<file path="src/rtl/mbox_pkg.sv">
package mbox_pkg;
  localparam int unsigned MSG_LEN_W = 16;
  localparam int unsigned HDR_BYTES = 4;

  typedef enum logic [1:0] {
    ERR_NONE     = 2'b00,
    ERR_MISMATCH = 2'b01,
    ERR_TIMEOUT  = 2'b10
  } err_e;
endpackage

</file>
<file path="src/rtl/mbox_byte_port.sv">
module mbox_byte_port #(
  parameter int unsigned POLL_GAP   = 1000,
  parameter int unsigned POLL_LIMIT = 5000
) (
  input  logic        clk_i,
  input  logic        rst_ni,
  input  logic        start_i,
  input  logic        is_read_i,
  input  logic [7:0]  wdata_i,
  input  logic        full_i,
  input  logic        empty_i,
  input  logic [31:0] rd_data_i,
  output logic        wr_en_o,
  output logic [7:0]  wr_data_o,
  output logic        rd_en_o,
  output logic        ack_o,
  output logic [7:0]  rdata_o,
  output logic        tmo_o
);
  localparam int unsigned GAP_W = $clog2(POLL_GAP + 1);
  localparam int unsigned LIM_W = $clog2(POLL_LIMIT + 1);

  typedef enum logic [1:0] {P_IDLE, P_CHECK, P_WAIT} pst_e;

  pst_e             st_q;
  logic             rd_q;
  logic [7:0]       wd_q;
  logic [GAP_W-1:0] gap_q;
  logic [LIM_W-1:0] chk_q;
  logic             flag_set, last_chk, access;

  assign flag_set = rd_q ? empty_i : full_i;
  assign last_chk = (chk_q == LIM_W'(POLL_LIMIT - 1));
  assign access   = (st_q == P_CHECK) && !flag_set;

  always_ff @(posedge clk_i or negedge rst_ni) begin
    if (!rst_ni) begin
      st_q  <= P_IDLE;
      rd_q  <= 1'b0;
      wd_q  <= '0;
      gap_q <= '0;
      chk_q <= '0;
    end else begin
      case (st_q)
        P_IDLE: if (start_i) begin
          st_q  <= P_CHECK;
          rd_q  <= is_read_i;
          wd_q  <= wdata_i;
          chk_q <= '0;
        end
        P_CHECK: begin
          if (!flag_set || last_chk) st_q <= P_IDLE;
          else begin
            st_q  <= P_WAIT;
            gap_q <= '0;
          end
        end
        P_WAIT: begin
          if (gap_q == GAP_W'(POLL_GAP - 1)) begin
            st_q  <= P_CHECK;
            chk_q <= chk_q + 1'b1;
          end else begin
            gap_q <= gap_q + 1'b1;
          end
        end
        default: st_q <= P_IDLE;
      endcase
    end
  end

  assign wr_en_o   = access && !rd_q;
  assign rd_en_o   = access && rd_q;
  assign ack_o     = access;
  assign wr_data_o = wd_q;
  assign rdata_o   = rd_data_i[7:0];
  assign tmo_o     = (st_q == P_CHECK) && flag_set && last_chk;

  assert_ack_tmo_excl_R6: assert property (@(posedge clk_i) disable iff (!rst_ni)
    !(ack_o && tmo_o));
endmodule

</file>
<file path="src/rtl/mbox_tx_seq.sv">
module mbox_tx_seq
  import mbox_pkg::*;
(
  input  logic                 clk_i,
  input  logic                 rst_ni,
  input  logic                 start_i,
  input  logic [7:0]           module_i,
  input  logic [7:0]           opcode_i,
  input  logic [MSG_LEN_W-1:0] len_i,
  input  logic [7:0]           tx_data_i,
  input  logic                 tx_valid_i,
  output logic                 tx_ready_o,
  output logic                 port_start_o,
  output logic [7:0]           port_wdata_o,
  input  logic                 port_ack_i,
  input  logic                 port_tmo_i,
  output logic                 active_o,
  output logic                 done_o,
  output logic                 err_o
);
  typedef enum logic [2:0] {T_IDLE, T_HDR, T_HDR_W, T_PAY, T_PAY_W} tst_e;

  tst_e                 st_q;
  logic [HDR_BYTES-1:0][7:0] hdr_q;
  logic [1:0]           idx_q;
  logic [MSG_LEN_W-1:0] rem_q;

  always_ff @(posedge clk_i or negedge rst_ni) begin
    if (!rst_ni) begin
      st_q   <= T_IDLE;
      hdr_q  <= '0;
      idx_q  <= '0;
      rem_q  <= '0;
      done_o <= 1'b0;
      err_o  <= 1'b0;
    end else begin
      done_o <= 1'b0;
      err_o  <= 1'b0;
      case (st_q)
        T_IDLE: if (start_i) begin
          hdr_q <= {len_i[7:0], len_i[15:8], module_i, opcode_i};
          rem_q <= len_i;
          idx_q <= '0;
          st_q  <= T_HDR;
        end
        T_HDR: st_q <= T_HDR_W;
        T_HDR_W: begin
          if (port_tmo_i) begin
            err_o <= 1'b1;
            st_q  <= T_IDLE;
          end else if (port_ack_i) begin
            if (idx_q == 2'd3) begin
              if (rem_q == '0) begin
                done_o <= 1'b1;
                st_q   <= T_IDLE;
              end else st_q <= T_PAY;
            end else begin
              idx_q <= idx_q + 1'b1;
              st_q  <= T_HDR;
            end
          end
        end
        T_PAY: if (tx_valid_i) st_q <= T_PAY_W;
        T_PAY_W: begin
          if (port_tmo_i) begin
            err_o <= 1'b1;
            st_q  <= T_IDLE;
          end else if (port_ack_i) begin
            rem_q <= rem_q - 1'b1;
            if (rem_q == MSG_LEN_W'(1)) begin
              done_o <= 1'b1;
              st_q   <= T_IDLE;
            end else st_q <= T_PAY;
          end
        end
        default: st_q <= T_IDLE;
      endcase
    end
  end

  assign tx_ready_o   = (st_q == T_PAY);
  assign port_start_o = (st_q == T_HDR) || ((st_q == T_PAY) && tx_valid_i);
  assign port_wdata_o = (st_q == T_PAY) ? tx_data_i : hdr_q[idx_q];
  assign active_o     = (st_q != T_IDLE);

  assert_no_start_while_waiting_R1: assert property (@(posedge clk_i) disable iff (!rst_ni)
    port_start_o |=> !port_start_o);
endmodule

</file>
<file path="src/rtl/mbox_rx_seq.sv">
module mbox_rx_seq
  import mbox_pkg::*;
(
  input  logic                 clk_i,
  input  logic                 rst_ni,
  input  logic                 start_i,
  input  logic [7:0]           module_i,
  input  logic [7:0]           opcode_i,
  input  logic [MSG_LEN_W-1:0] len_i,
  output logic                 port_start_o,
  input  logic                 port_ack_i,
  input  logic [7:0]           port_rdata_i,
  input  logic                 port_tmo_i,
  output logic [7:0]           rx_data_o,
  output logic                 rx_valid_o,
  output logic                 active_o,
  output logic                 done_o,
  output logic                 err_o,
  output logic [1:0]           err_code_o
);
  typedef enum logic [2:0] {R_IDLE, R_HDR, R_HDR_W, R_CMP, R_BODY, R_BODY_W} rst_e;

  rst_e                      st_q;
  logic [HDR_BYTES-1:0][7:0] hdr_q;
  logic [1:0]                idx_q;
  logic [7:0]                mod_q, op_q;
  logic [MSG_LEN_W-1:0]      len_q, rem_q, rlen;
  logic                      drain_q, match;

  assign rlen  = {hdr_q[2], hdr_q[3]};
  assign match = (hdr_q[0] == op_q) && (hdr_q[1] == mod_q) && (rlen == len_q);

  always_ff @(posedge clk_i or negedge rst_ni) begin
    if (!rst_ni) begin
      st_q       <= R_IDLE;
      hdr_q      <= '0;
      idx_q      <= '0;
      mod_q      <= '0;
      op_q       <= '0;
      len_q      <= '0;
      rem_q      <= '0;
      drain_q    <= 1'b0;
      rx_data_o  <= '0;
      rx_valid_o <= 1'b0;
      done_o     <= 1'b0;
      err_o      <= 1'b0;
      err_code_o <= ERR_NONE;
    end else begin
      rx_valid_o <= 1'b0;
      done_o     <= 1'b0;
      err_o      <= 1'b0;
      err_code_o <= ERR_NONE;
      case (st_q)
        R_IDLE: if (start_i) begin
          mod_q <= module_i;
          op_q  <= opcode_i;
          len_q <= len_i;
          idx_q <= '0;
          st_q  <= R_HDR;
        end
        R_HDR: st_q <= R_HDR_W;
        R_HDR_W: begin
          if (port_tmo_i) begin
            err_o      <= 1'b1;
            err_code_o <= ERR_TIMEOUT;
            st_q       <= R_IDLE;
          end else if (port_ack_i) begin
            hdr_q[idx_q] <= port_rdata_i;
            idx_q        <= idx_q + 1'b1;
            st_q         <= (idx_q == 2'd3) ? R_CMP : R_HDR;
          end
        end
        R_CMP: begin
          if (match) begin
            if (len_q == '0) begin
              done_o <= 1'b1;
              st_q   <= R_IDLE;
            end else begin
              rem_q   <= len_q;
              drain_q <= 1'b0;
              st_q    <= R_BODY;
            end
          end else if (rlen == '0) begin
            err_o      <= 1'b1;
            err_code_o <= ERR_MISMATCH;
            st_q       <= R_IDLE;
          end else begin
            rem_q   <= rlen;
            drain_q <= 1'b1;
            st_q    <= R_BODY;
          end
        end
        R_BODY: st_q <= R_BODY_W;
        R_BODY_W: begin
          if (port_tmo_i) begin
            err_o      <= 1'b1;
            err_code_o <= ERR_TIMEOUT;
            st_q       <= R_IDLE;
          end else if (port_ack_i) begin
            if (!drain_q) begin
              rx_valid_o <= 1'b1;
              rx_data_o  <= port_rdata_i;
            end
            rem_q <= rem_q - 1'b1;
            if (rem_q == MSG_LEN_W'(1)) begin
              st_q <= R_IDLE;
              if (drain_q) begin
                err_o      <= 1'b1;
                err_code_o <= ERR_MISMATCH;
              end else done_o <= 1'b1;
            end else st_q <= R_BODY;
          end
        end
        default: st_q <= R_IDLE;
      endcase
    end
  end

  assign port_start_o = (st_q == R_HDR) || (st_q == R_BODY);
  assign active_o     = (st_q != R_IDLE);

  assert_drain_silent_R5: assert property (@(posedge clk_i) disable iff (!rst_ni)
    (st_q == R_BODY_W && drain_q) |=> !rx_valid_o);
endmodule

</file>
<file path="src/rtl/mbox_msg_engine.sv">
module mbox_msg_engine
  import mbox_pkg::*;
#(
  parameter int unsigned POLL_GAP   = 1000,
  parameter int unsigned POLL_LIMIT = 5000
) (
  input  logic        clk_i,
  input  logic        rst_ni,
  input  logic        req_valid_i,
  input  logic        req_read_i,
  input  logic [7:0]  req_module_i,
  input  logic [7:0]  req_opcode_i,
  input  logic [15:0] req_len_i,
  input  logic [7:0]  tx_data_i,
  input  logic        tx_valid_i,
  output logic        tx_ready_o,
  output logic [7:0]  rx_data_o,
  output logic        rx_valid_o,
  input  logic        mbox_full_i,
  input  logic        mbox_empty_i,
  output logic        mbox_wr_en_o,
  output logic [7:0]  mbox_wr_data_o,
  output logic        mbox_rd_en_o,
  input  logic [31:0] mbox_rd_data_i,
  output logic        busy_o,
  output logic        done_o,
  output logic        err_o,
  output logic [1:0]  err_code_o
);
  logic       accept;
  logic       tx_active, tx_done, tx_err, tx_pstart;
  logic [7:0] tx_pwdata;
  logic       rx_active, rx_done, rx_err, rx_pstart;
  logic [1:0] rx_code;
  logic       p_ack, p_tmo;
  logic [7:0] p_rdata;

  assign busy_o = tx_active || rx_active;
  assign accept = req_valid_i && !busy_o;

  mbox_byte_port #(.POLL_GAP(POLL_GAP), .POLL_LIMIT(POLL_LIMIT)) u_port (
    .clk_i, .rst_ni,
    .start_i   (tx_pstart || rx_pstart),
    .is_read_i (rx_pstart),
    .wdata_i   (tx_pwdata),
    .full_i    (mbox_full_i),
    .empty_i   (mbox_empty_i),
    .rd_data_i (mbox_rd_data_i),
    .wr_en_o   (mbox_wr_en_o),
    .wr_data_o (mbox_wr_data_o),
    .rd_en_o   (mbox_rd_en_o),
    .ack_o     (p_ack),
    .rdata_o   (p_rdata),
    .tmo_o     (p_tmo)
  );

  mbox_tx_seq u_tx (
    .clk_i, .rst_ni,
    .start_i      (accept && !req_read_i),
    .module_i     (req_module_i),
    .opcode_i     (req_opcode_i),
    .len_i        (req_len_i),
    .tx_data_i, .tx_valid_i, .tx_ready_o,
    .port_start_o (tx_pstart),
    .port_wdata_o (tx_pwdata),
    .port_ack_i   (p_ack && tx_active),
    .port_tmo_i   (p_tmo && tx_active),
    .active_o     (tx_active),
    .done_o       (tx_done),
    .err_o        (tx_err)
  );

  mbox_rx_seq u_rx (
    .clk_i, .rst_ni,
    .start_i      (accept && req_read_i),
    .module_i     (req_module_i),
    .opcode_i     (req_opcode_i),
    .len_i        (req_len_i),
    .port_start_o (rx_pstart),
    .port_ack_i   (p_ack && rx_active),
    .port_rdata_i (p_rdata),
    .port_tmo_i   (p_tmo && rx_active),
    .rx_data_o, .rx_valid_o,
    .active_o     (rx_active),
    .done_o       (rx_done),
    .err_o        (rx_err),
    .err_code_o   (rx_code)
  );

  assign done_o     = tx_done || rx_done;
  assign err_o      = tx_err || rx_err;
  assign err_code_o = tx_err ? ERR_TIMEOUT : rx_code;

  assert_wr_needs_space_R2: assert property (@(posedge clk_i) disable iff (!rst_ni)
    mbox_wr_en_o |-> !mbox_full_i);
  assert_rd_needs_data_R3: assert property (@(posedge clk_i) disable iff (!rst_ni)
    mbox_rd_en_o |-> !mbox_empty_i);
  assert_busy_from_req_R9: assert property (@(posedge clk_i) disable iff (!rst_ni)
    $rose(busy_o) |-> $past(req_valid_i));
  assert_done_err_excl_R10: assert property (@(posedge clk_i) disable iff (!rst_ni)
    !(done_o && err_o));
  assert_code_with_err_R10: assert property (@(posedge clk_i) disable iff (!rst_ni)
    (err_code_o != 2'b00) == err_o);
endmodule

</file>
<file path="config.mk">
export PLATFORM = sky130hd
export DESIGN_NAME = mbox_msg_engine
export DESIGN_NICKNAME = d
export VERILOG_FILES = /design/src/rtl/mbox_pkg.sv /design/src/rtl/mbox_byte_port.sv /design/src/rtl/mbox_tx_seq.sv /design/src/rtl/mbox_rx_seq.sv /design/src/rtl/mbox_msg_engine.sv
export SDC_FILE = /design/constraint.sdc
export NUM_CORES = 1
export LEC_CHECK = 0
export CAP_MARGIN = 15
export CORE_MARGIN = 8
export CORE_UTILIZATION = 52
export DETAILED_ROUTE_END_ITERATION = 6
export HOLD_SLACK_MARGIN = 0.1
export PLACE_DENSITY = 0.81
export SLEW_MARGIN = 20
export SYNTH_ARGS = -nofsm -noshare
export SYNTH_HDL_FRONTEND = slang
export SYNTH_HIERARCHICAL = 1
export SYNTH_SLANG_ARGS = --single-unit
</file>
<file path="constraint.sdc">
create_clock -name clk_i -period 3 [get_ports clk_i]
set_clock_uncertainty 0.15 [all_clocks]
set_input_delay 0.6 -clock clk_i [delete_from_list [all_inputs] [get_ports clk_i]]
set_output_delay 0.6 -clock clk_i [all_outputs]
set_load 0.05 [all_outputs]
</file>
== After elaboration in Yosys (flattened, before gate mapping) ==
Cells that the tools add are included.
Cells by class
  add/subtract/negate cells: 6
  multiplexer cells: 97
  equality and inequality tests: 44
  $lt $le $gt $ge: 3
  reductions and logical operators: 57
  bitwise logic cells: 2
Operator list (count)
  $mux W16: 8
  $pmux W16 S2: 2
  $logic_not A16 Y1: 3
  $mux W3: 15
  $mux W2: 20
  $bwmux W32: 1
  $eq A16 B1 Y1 const B: 2
  $sub A16 B1 Y16 const B: 2
  $mux W1: 31
  $mux W13: 2
  $pmux W13 S2: 1
  $mux W8: 3
  $mux W10: 2
  $pmux W10 S2: 1
  $ne A2 B1 Y1 const B: 9
  $ne A2 B2 Y1 const B: 9
  $pmux W3 S6: 1
  $bmux W8 S2: 1
  $demux W8 S2: 1
  $eq A16 B16 Y1: 1
  $eq A8 B8 Y1: 2
  $logic_and A1 B1 Y1: 16
  $reduce_and A4 Y1: 4
  $pmux W3 S5: 1
  other kinds (30): 71
Word-level totals
  output and inout port bits: 25
  input port bits: 79
  flip-flop bits (word level): 188
  logic and storage cells: 239

== Depth between registers and ports, before layout ==
  depth after elaboration: 7
  mapped depth: 10
  mapped depth without buffers: 10

== Modules after synthesis ==
Netlist, hierarchy kept.
By module, submodules not included
  mbox_rx_seq: instances 1, area each 4714.5 µm², sequential area each 2477.4 µm², cells an instance 405
  mbox_tx_seq: instances 1, area each 3094.2 µm², sequential area each 1376.3 µm², cells an instance 294
  mbox_byte_port: instances 1, area each 2011.9 µm², sequential area each 850.8 µm², cells an instance 210
  mbox_msg_engine: instances 1, area each 92.6 µm², sequential area each 0.0 µm², cells an instance 12

== Worst setup path after synthesis ==
Ideal clock, no wire load.
  path type: register to register
  from: register u_port.chk_q[0]
  to: register u_rx.rem_q[10]
  clock period less this slack: 2.830 ns
  setup slack: 0.170 ns
  arrival time: 2.544 ns
  cell stages (with the launch flop): 11
  setup time: 0.136 ns
  required time: 2.714 ns
  buffers on the path: 0
  cells stage by stage: dfrtp_1 -> ha_1 -> and2_1 -> and4_1 -> nor3b_1 -> and2_2 -> or4b_2 -> nor3_1 -> a31oi_1 -> o21ai_0 -> o21ai_0
On the way
  word-level cells in the longest chain between the ends: 5
RTL lines
  from (decl): RTL line mbox_byte_port.sv:29  | logic [LIM_W-1:0] chk_q;
  from (signal assigned): RTL line mbox_byte_port.sv:61  | chk_q <= chk_q + 1'b1;
  $eq A13 B13 Y1: RTL line mbox_byte_port.sv:33  | assign last_chk = (chk_q == LIM_W'(POLL_LIMIT - 1));
  $logic_and A1 B1 Y1: RTL line mbox_byte_port.sv:76  | assign tmo_o = (st_q == P_CHECK) && flag_set && last_chk;
  named net p_tmo: RTL line mbox_msg_engine.sv:35  | logic p_ack, p_tmo;
  $logic_and A1 B1 Y1: RTL line mbox_msg_engine.sv:82  | .port_tmo_i (p_tmo && rx_active),
  $ne A2 B2 Y1 (no source line)
  $reduce_and A5 Y1 (no source line)
  to (signal assigned): RTL line mbox_rx_seq.sv:79  | rem_q <= len_q;
  to (signal assigned): RTL line mbox_rx_seq.sv:88  | rem_q <= rlen;
  to (signal assigned): RTL line mbox_rx_seq.sv:104  | rem_q <= rem_q - 1'b1;
  to (decl): RTL line mbox_rx_seq.sv:27  | logic [MSG_LEN_W-1:0] len_q, rem_q, rlen;
The timed path passes the listed nets, and every way through them passes these cells.
A chain may end at the register's enable or synchronous reset.

== Worst setup path in the final report ==
  from: register u_port.chk_q[0]
  to: register u_rx.rx_data_o[1]
On the way
  word-level cells in the longest chain between the ends: 5
RTL lines
  $eq A13 B13 Y1: RTL line mbox_byte_port.sv:33
  $logic_and A1 B1 Y1: RTL line mbox_byte_port.sv:76
  named net p_tmo: RTL line mbox_msg_engine.sv:35
  $logic_and A1 B1 Y1: RTL line mbox_msg_engine.sv:82
  $not A1 Y1 (no source line)
  $reduce_and A4 Y1 (no source line)
  to (signal assigned): RTL line mbox_rx_seq.sv:102  | rx_data_o <= port_rdata_i;
  to (decl): RTL line mbox_rx_seq.sv:14  | output logic [7:0] rx_data_o,
The timed path passes the listed nets, and every way through them passes these cells.

==> impl_metrics.tcl <==
set metrics [dict create \
    pwr-share-comb_pct 40.9 \
    startpoint_type "flip-flop" \
    core_um2 18710 \
    drc_errors 0 \
    fin_util_pct 63.34 \
    critPathArrivalTime_ns 3.09 \
    power_mw 11.22 \
    fin_cells 1269 \
    internal-power_mw 6.662 \
    routed_wl_um 25970 \
    gp_congestion 0.8876 \
    grt-ovfl-total 0 \
    start_util_pct 53.00 \
    status "finished, final reports clean" \
    final-max-slew-violation-count 0 \
    design_area_um2 11850 \
    critPathMaxFanout 12 \
    max-cap-violations 0 \
    synth_area_um2 9913 \
    synth-compound-area-share_pct 11.46 \
    syn_area_per_cell_um2 10.76 \
    groute.usage.overall_pct 22.26 \
    drive_gt1_share_pct 23.38 \
    grt_pass1_wl_um 42180 \
    viasPerCell 6.195 \
    ir_worst_vdd_mv 0.5617 \
    yosys-mux-area-fraction_pct 15.15 \
    clockPowerShare_pct 19.8 \
    ios 104 \
    synthAdderAreaFrac_pct 2.019 \
    grt_antenna_before_repair 0 \
    grt_max_degree 71 \
    min_from "u_port/chk_q[9]$_DFFE_PN0P_" \
    seq_area_frac_synth_pct 47.46 \
    crit_top_cell "buf_4" \
    final_nets 1118 \
    p_sw_mw 4.559 \
    insertion_delay_ns 0.44 \
    r2r-start "u_port/chk_q[0]$_DFFE_PN0P_" \
    setup_violations 0 \
    grt_pass1_vias 7912 \
    syn_inst 921 \
    tightest_slew_ns 0.6379 \
    fin_crit_sh_pct 96.99 \
    synth_ff_type "dfrtp_1" \
    synth_edf_count 0 \
    slew_headroom_pct 57.08 \
    path_cells "ha_1 -> and2_1 -> and4_1 -> nor3b_2 -> and2_2 -> buf_4 -> nand2b_4 -> buf_4 -> or3_1 -> buf_4 -> mux2_2" \
    yosysTopAreaCell "dfrtp_1" \
    cpMaxStageDelayCell "dfrtp_1" \
    critPathKind "flip-flop to flip-flop" \
    die-area_um2 23740 \
    port_buffers 79 \
    area_growth_pct 19.53 \
    post_drt_wl_per_cell_um 20.47 \
    drtIter0Drc 813 \
    power_density_nw_per_um2 947.0 \
    cts_sinks 188 \
    root_buffer "clkbuf_16" \
    htree_levels 4 \
    swShare_pct 40.63 \
    fill_cells 1380 \
    path_clk_slew_ns 0.08 \
    post-place-ws_ns -0.4319 \
    ff2ff_setup_slack_ns 0.09 \
    drtPass1Iterations 5 \
    numPlacedInstances 1236 \
    cts_tree "done" \
    clockBufferDepth 2 \
    hold_class "flip-flop to flip-flop" \
    cp.required_ns 3.18 \
    dp_hpwl_um 18560 \
    synthesis.nets 1016 \
    fin_ws_ns 0.09018 \
    finalHoldViolations 0 \
    synth.distinct_cells 84 \
    whs_ns 0.3338 \
    max_stage_delay_ns 0.39 \
    r2r_cells 11 \
    yosys.area_share.simple_pct 17.03 \
    whs_path_depth 1 \
    hold_path_end "u_port/chk_q[9]$_DFFE_PN0P_" \
    cp_top_family "simple AND/OR/NAND/NOR gates" \
    r2r_end "u_rx/rx_data_o[1]$_DFFE_PN0P_" \
    async_flop_share_pct 100.0 \
    synth_top_family_by_area "simple AND/OR/NAND/NOR gates" \
    rows 50 \
    antenna_cells 0 \
    ant_nets 0 \
    fmax_ghz 0.3437 \
    fin_crit_ns 2.910 \
    yosys.area_share.xor_xnor_pct 3.092 \
    cts_buffers 17 \
    fp.dieH_um 154.1 \
    end_kind "flip-flop" \
    power.share.sequential_pct 39.4 \
    synth_seq_cells 188 \
    vias 7861 \
    synth_warnings 6 \
    leakage_nw 5.256 \
    tns_ns 0 \
    dpl_cell_area_um2 11200 \
    die_x_um 154.1 \
    crit_buf_inv 3 \
    netlist.area_leader.share_pct 47.46 \
    synthTopCellsByArea "dfrtp_1 (47%), mux2_2 (12%), nand2_1 (3.0%), xor2_1 (2.8%), o21ai_0 (2.4%)" \
]
-- logic make-up (layout without fill, tap and decap cells) --
group           count (synthesis)  after routing
compound gates                177            177
fa+ha+maj                      16             16
buf+inv                        76            190
flops                         188            188
mux                           126            126
xor+xnor                       35             35
simple gates                  303            303
-- power by group through the flow --
stage	Clock (mW)	Sequential [mW]	Combinational, mW
finish	2.22	4.42	4.58
global route	2.35	4.52	4.97
CTS	2.24	4.38	4.54
detailed placement	0	4.42	4.47
global placement	0	4.35	4.31
floorplan	0	4.46	2.92
-- cell usage in the layout, fill, tap and decap left out, drive strengths merged, types with 12 or more instances in the layout --
master,count
inv,32
nand3,31
clkbuf,18
nor2,45
o21ai,52
buf,56
nor4,25
clkdlybuf4s50,74
ha,16
nor3,23
xor2,32
nand2,79
nand3b,12
a21oi,38
mux2,112
or4,13
dfrtp,188
nand4,12
-- cell type report --
cell class              instances  area (um2)  share of cell area (%)
clock buffers                  17       425.4                   3.590
clock inverters                14       155.1                   1.309
inverters                      27       101.3                  0.8553
multi-input cells             657        4885                   41.22
flip-flops and latches        188        4705                   39.70
well taps                     234       292.8                   2.471
repair buffers                132        1285                   10.84
-- cells in the mapped netlist (16+ instances only) --
cell,number
xor2_1,32
nand3_1,29
mux2_2,110
dfrtp_1,188
inv_1,26
nor3_1,22
ha_1,16
nor4_1,23
nand2_1,79
o21ai_0,47
nor2_1,44
clkbuf_1,24
a21oi_1,38
-- worst max path at each step --
stage / slack, ns / startpoint / end / cells after the start
2_1_floorplan: 0.17 / u_port/chk_q[0]$_DFFE_PN0P_ / u_rx/rem_q[10]$_DFFE_PN0P_ / 10
3_3_place_gp: -0.32 / mbox_empty_i / u_rx/hdr_q[27]$_DFFE_PN0P_ / 10
3_5_place_dp: -0.43 / mbox_empty_i / u_rx/hdr_q[27]$_DFFE_PN0P_ / 10
4_1_cts: 0.003 / u_port/chk_q[0]$_DFFE_PN0P_ / u_rx/hdr_q[27]$_DFFE_PN0P_ / 11
5_1_grt: -0.005 / u_port/chk_q[0]$_DFFE_PN0P_ / u_rx/rem_q[11]$_DFFE_PN0P_ / 10
6_report: 0.09 / u_port/chk_q[0]$_DFFE_PN0P_ / u_rx/rx_data_o[1]$_DFFE_PN0P_ / 11
-- timing repair --
item	4_1_cts	5_1_grt
hold buffers	1	0
hold endpoints to repair	50	0
resized for setup	3	8
endpoints found under the setup margin	43	47
setup buffers	1	0
-- state kept, by name, summed over array words and instances (netlist names), 10 cells and up --
name and count:
u_tx/hdr_q 32, u_tx/rem_q 16, u_port/chk_q 13, u_rx/hdr_q 32, u_rx/len_q 16, u_port/gap_q 10
u_rx/rem_q 16
-- per-layer routing --
metal,up-vias,wire length [um],global-route usage (%)
li1,3595,-,-
met1,3911,10990,28.96
met2,303,12650,36.42
met3,52,1664,3.868
met4,0,672,8.679
met5,-,0,0
No activity file was read; power rests on OpenSTA's default activity.
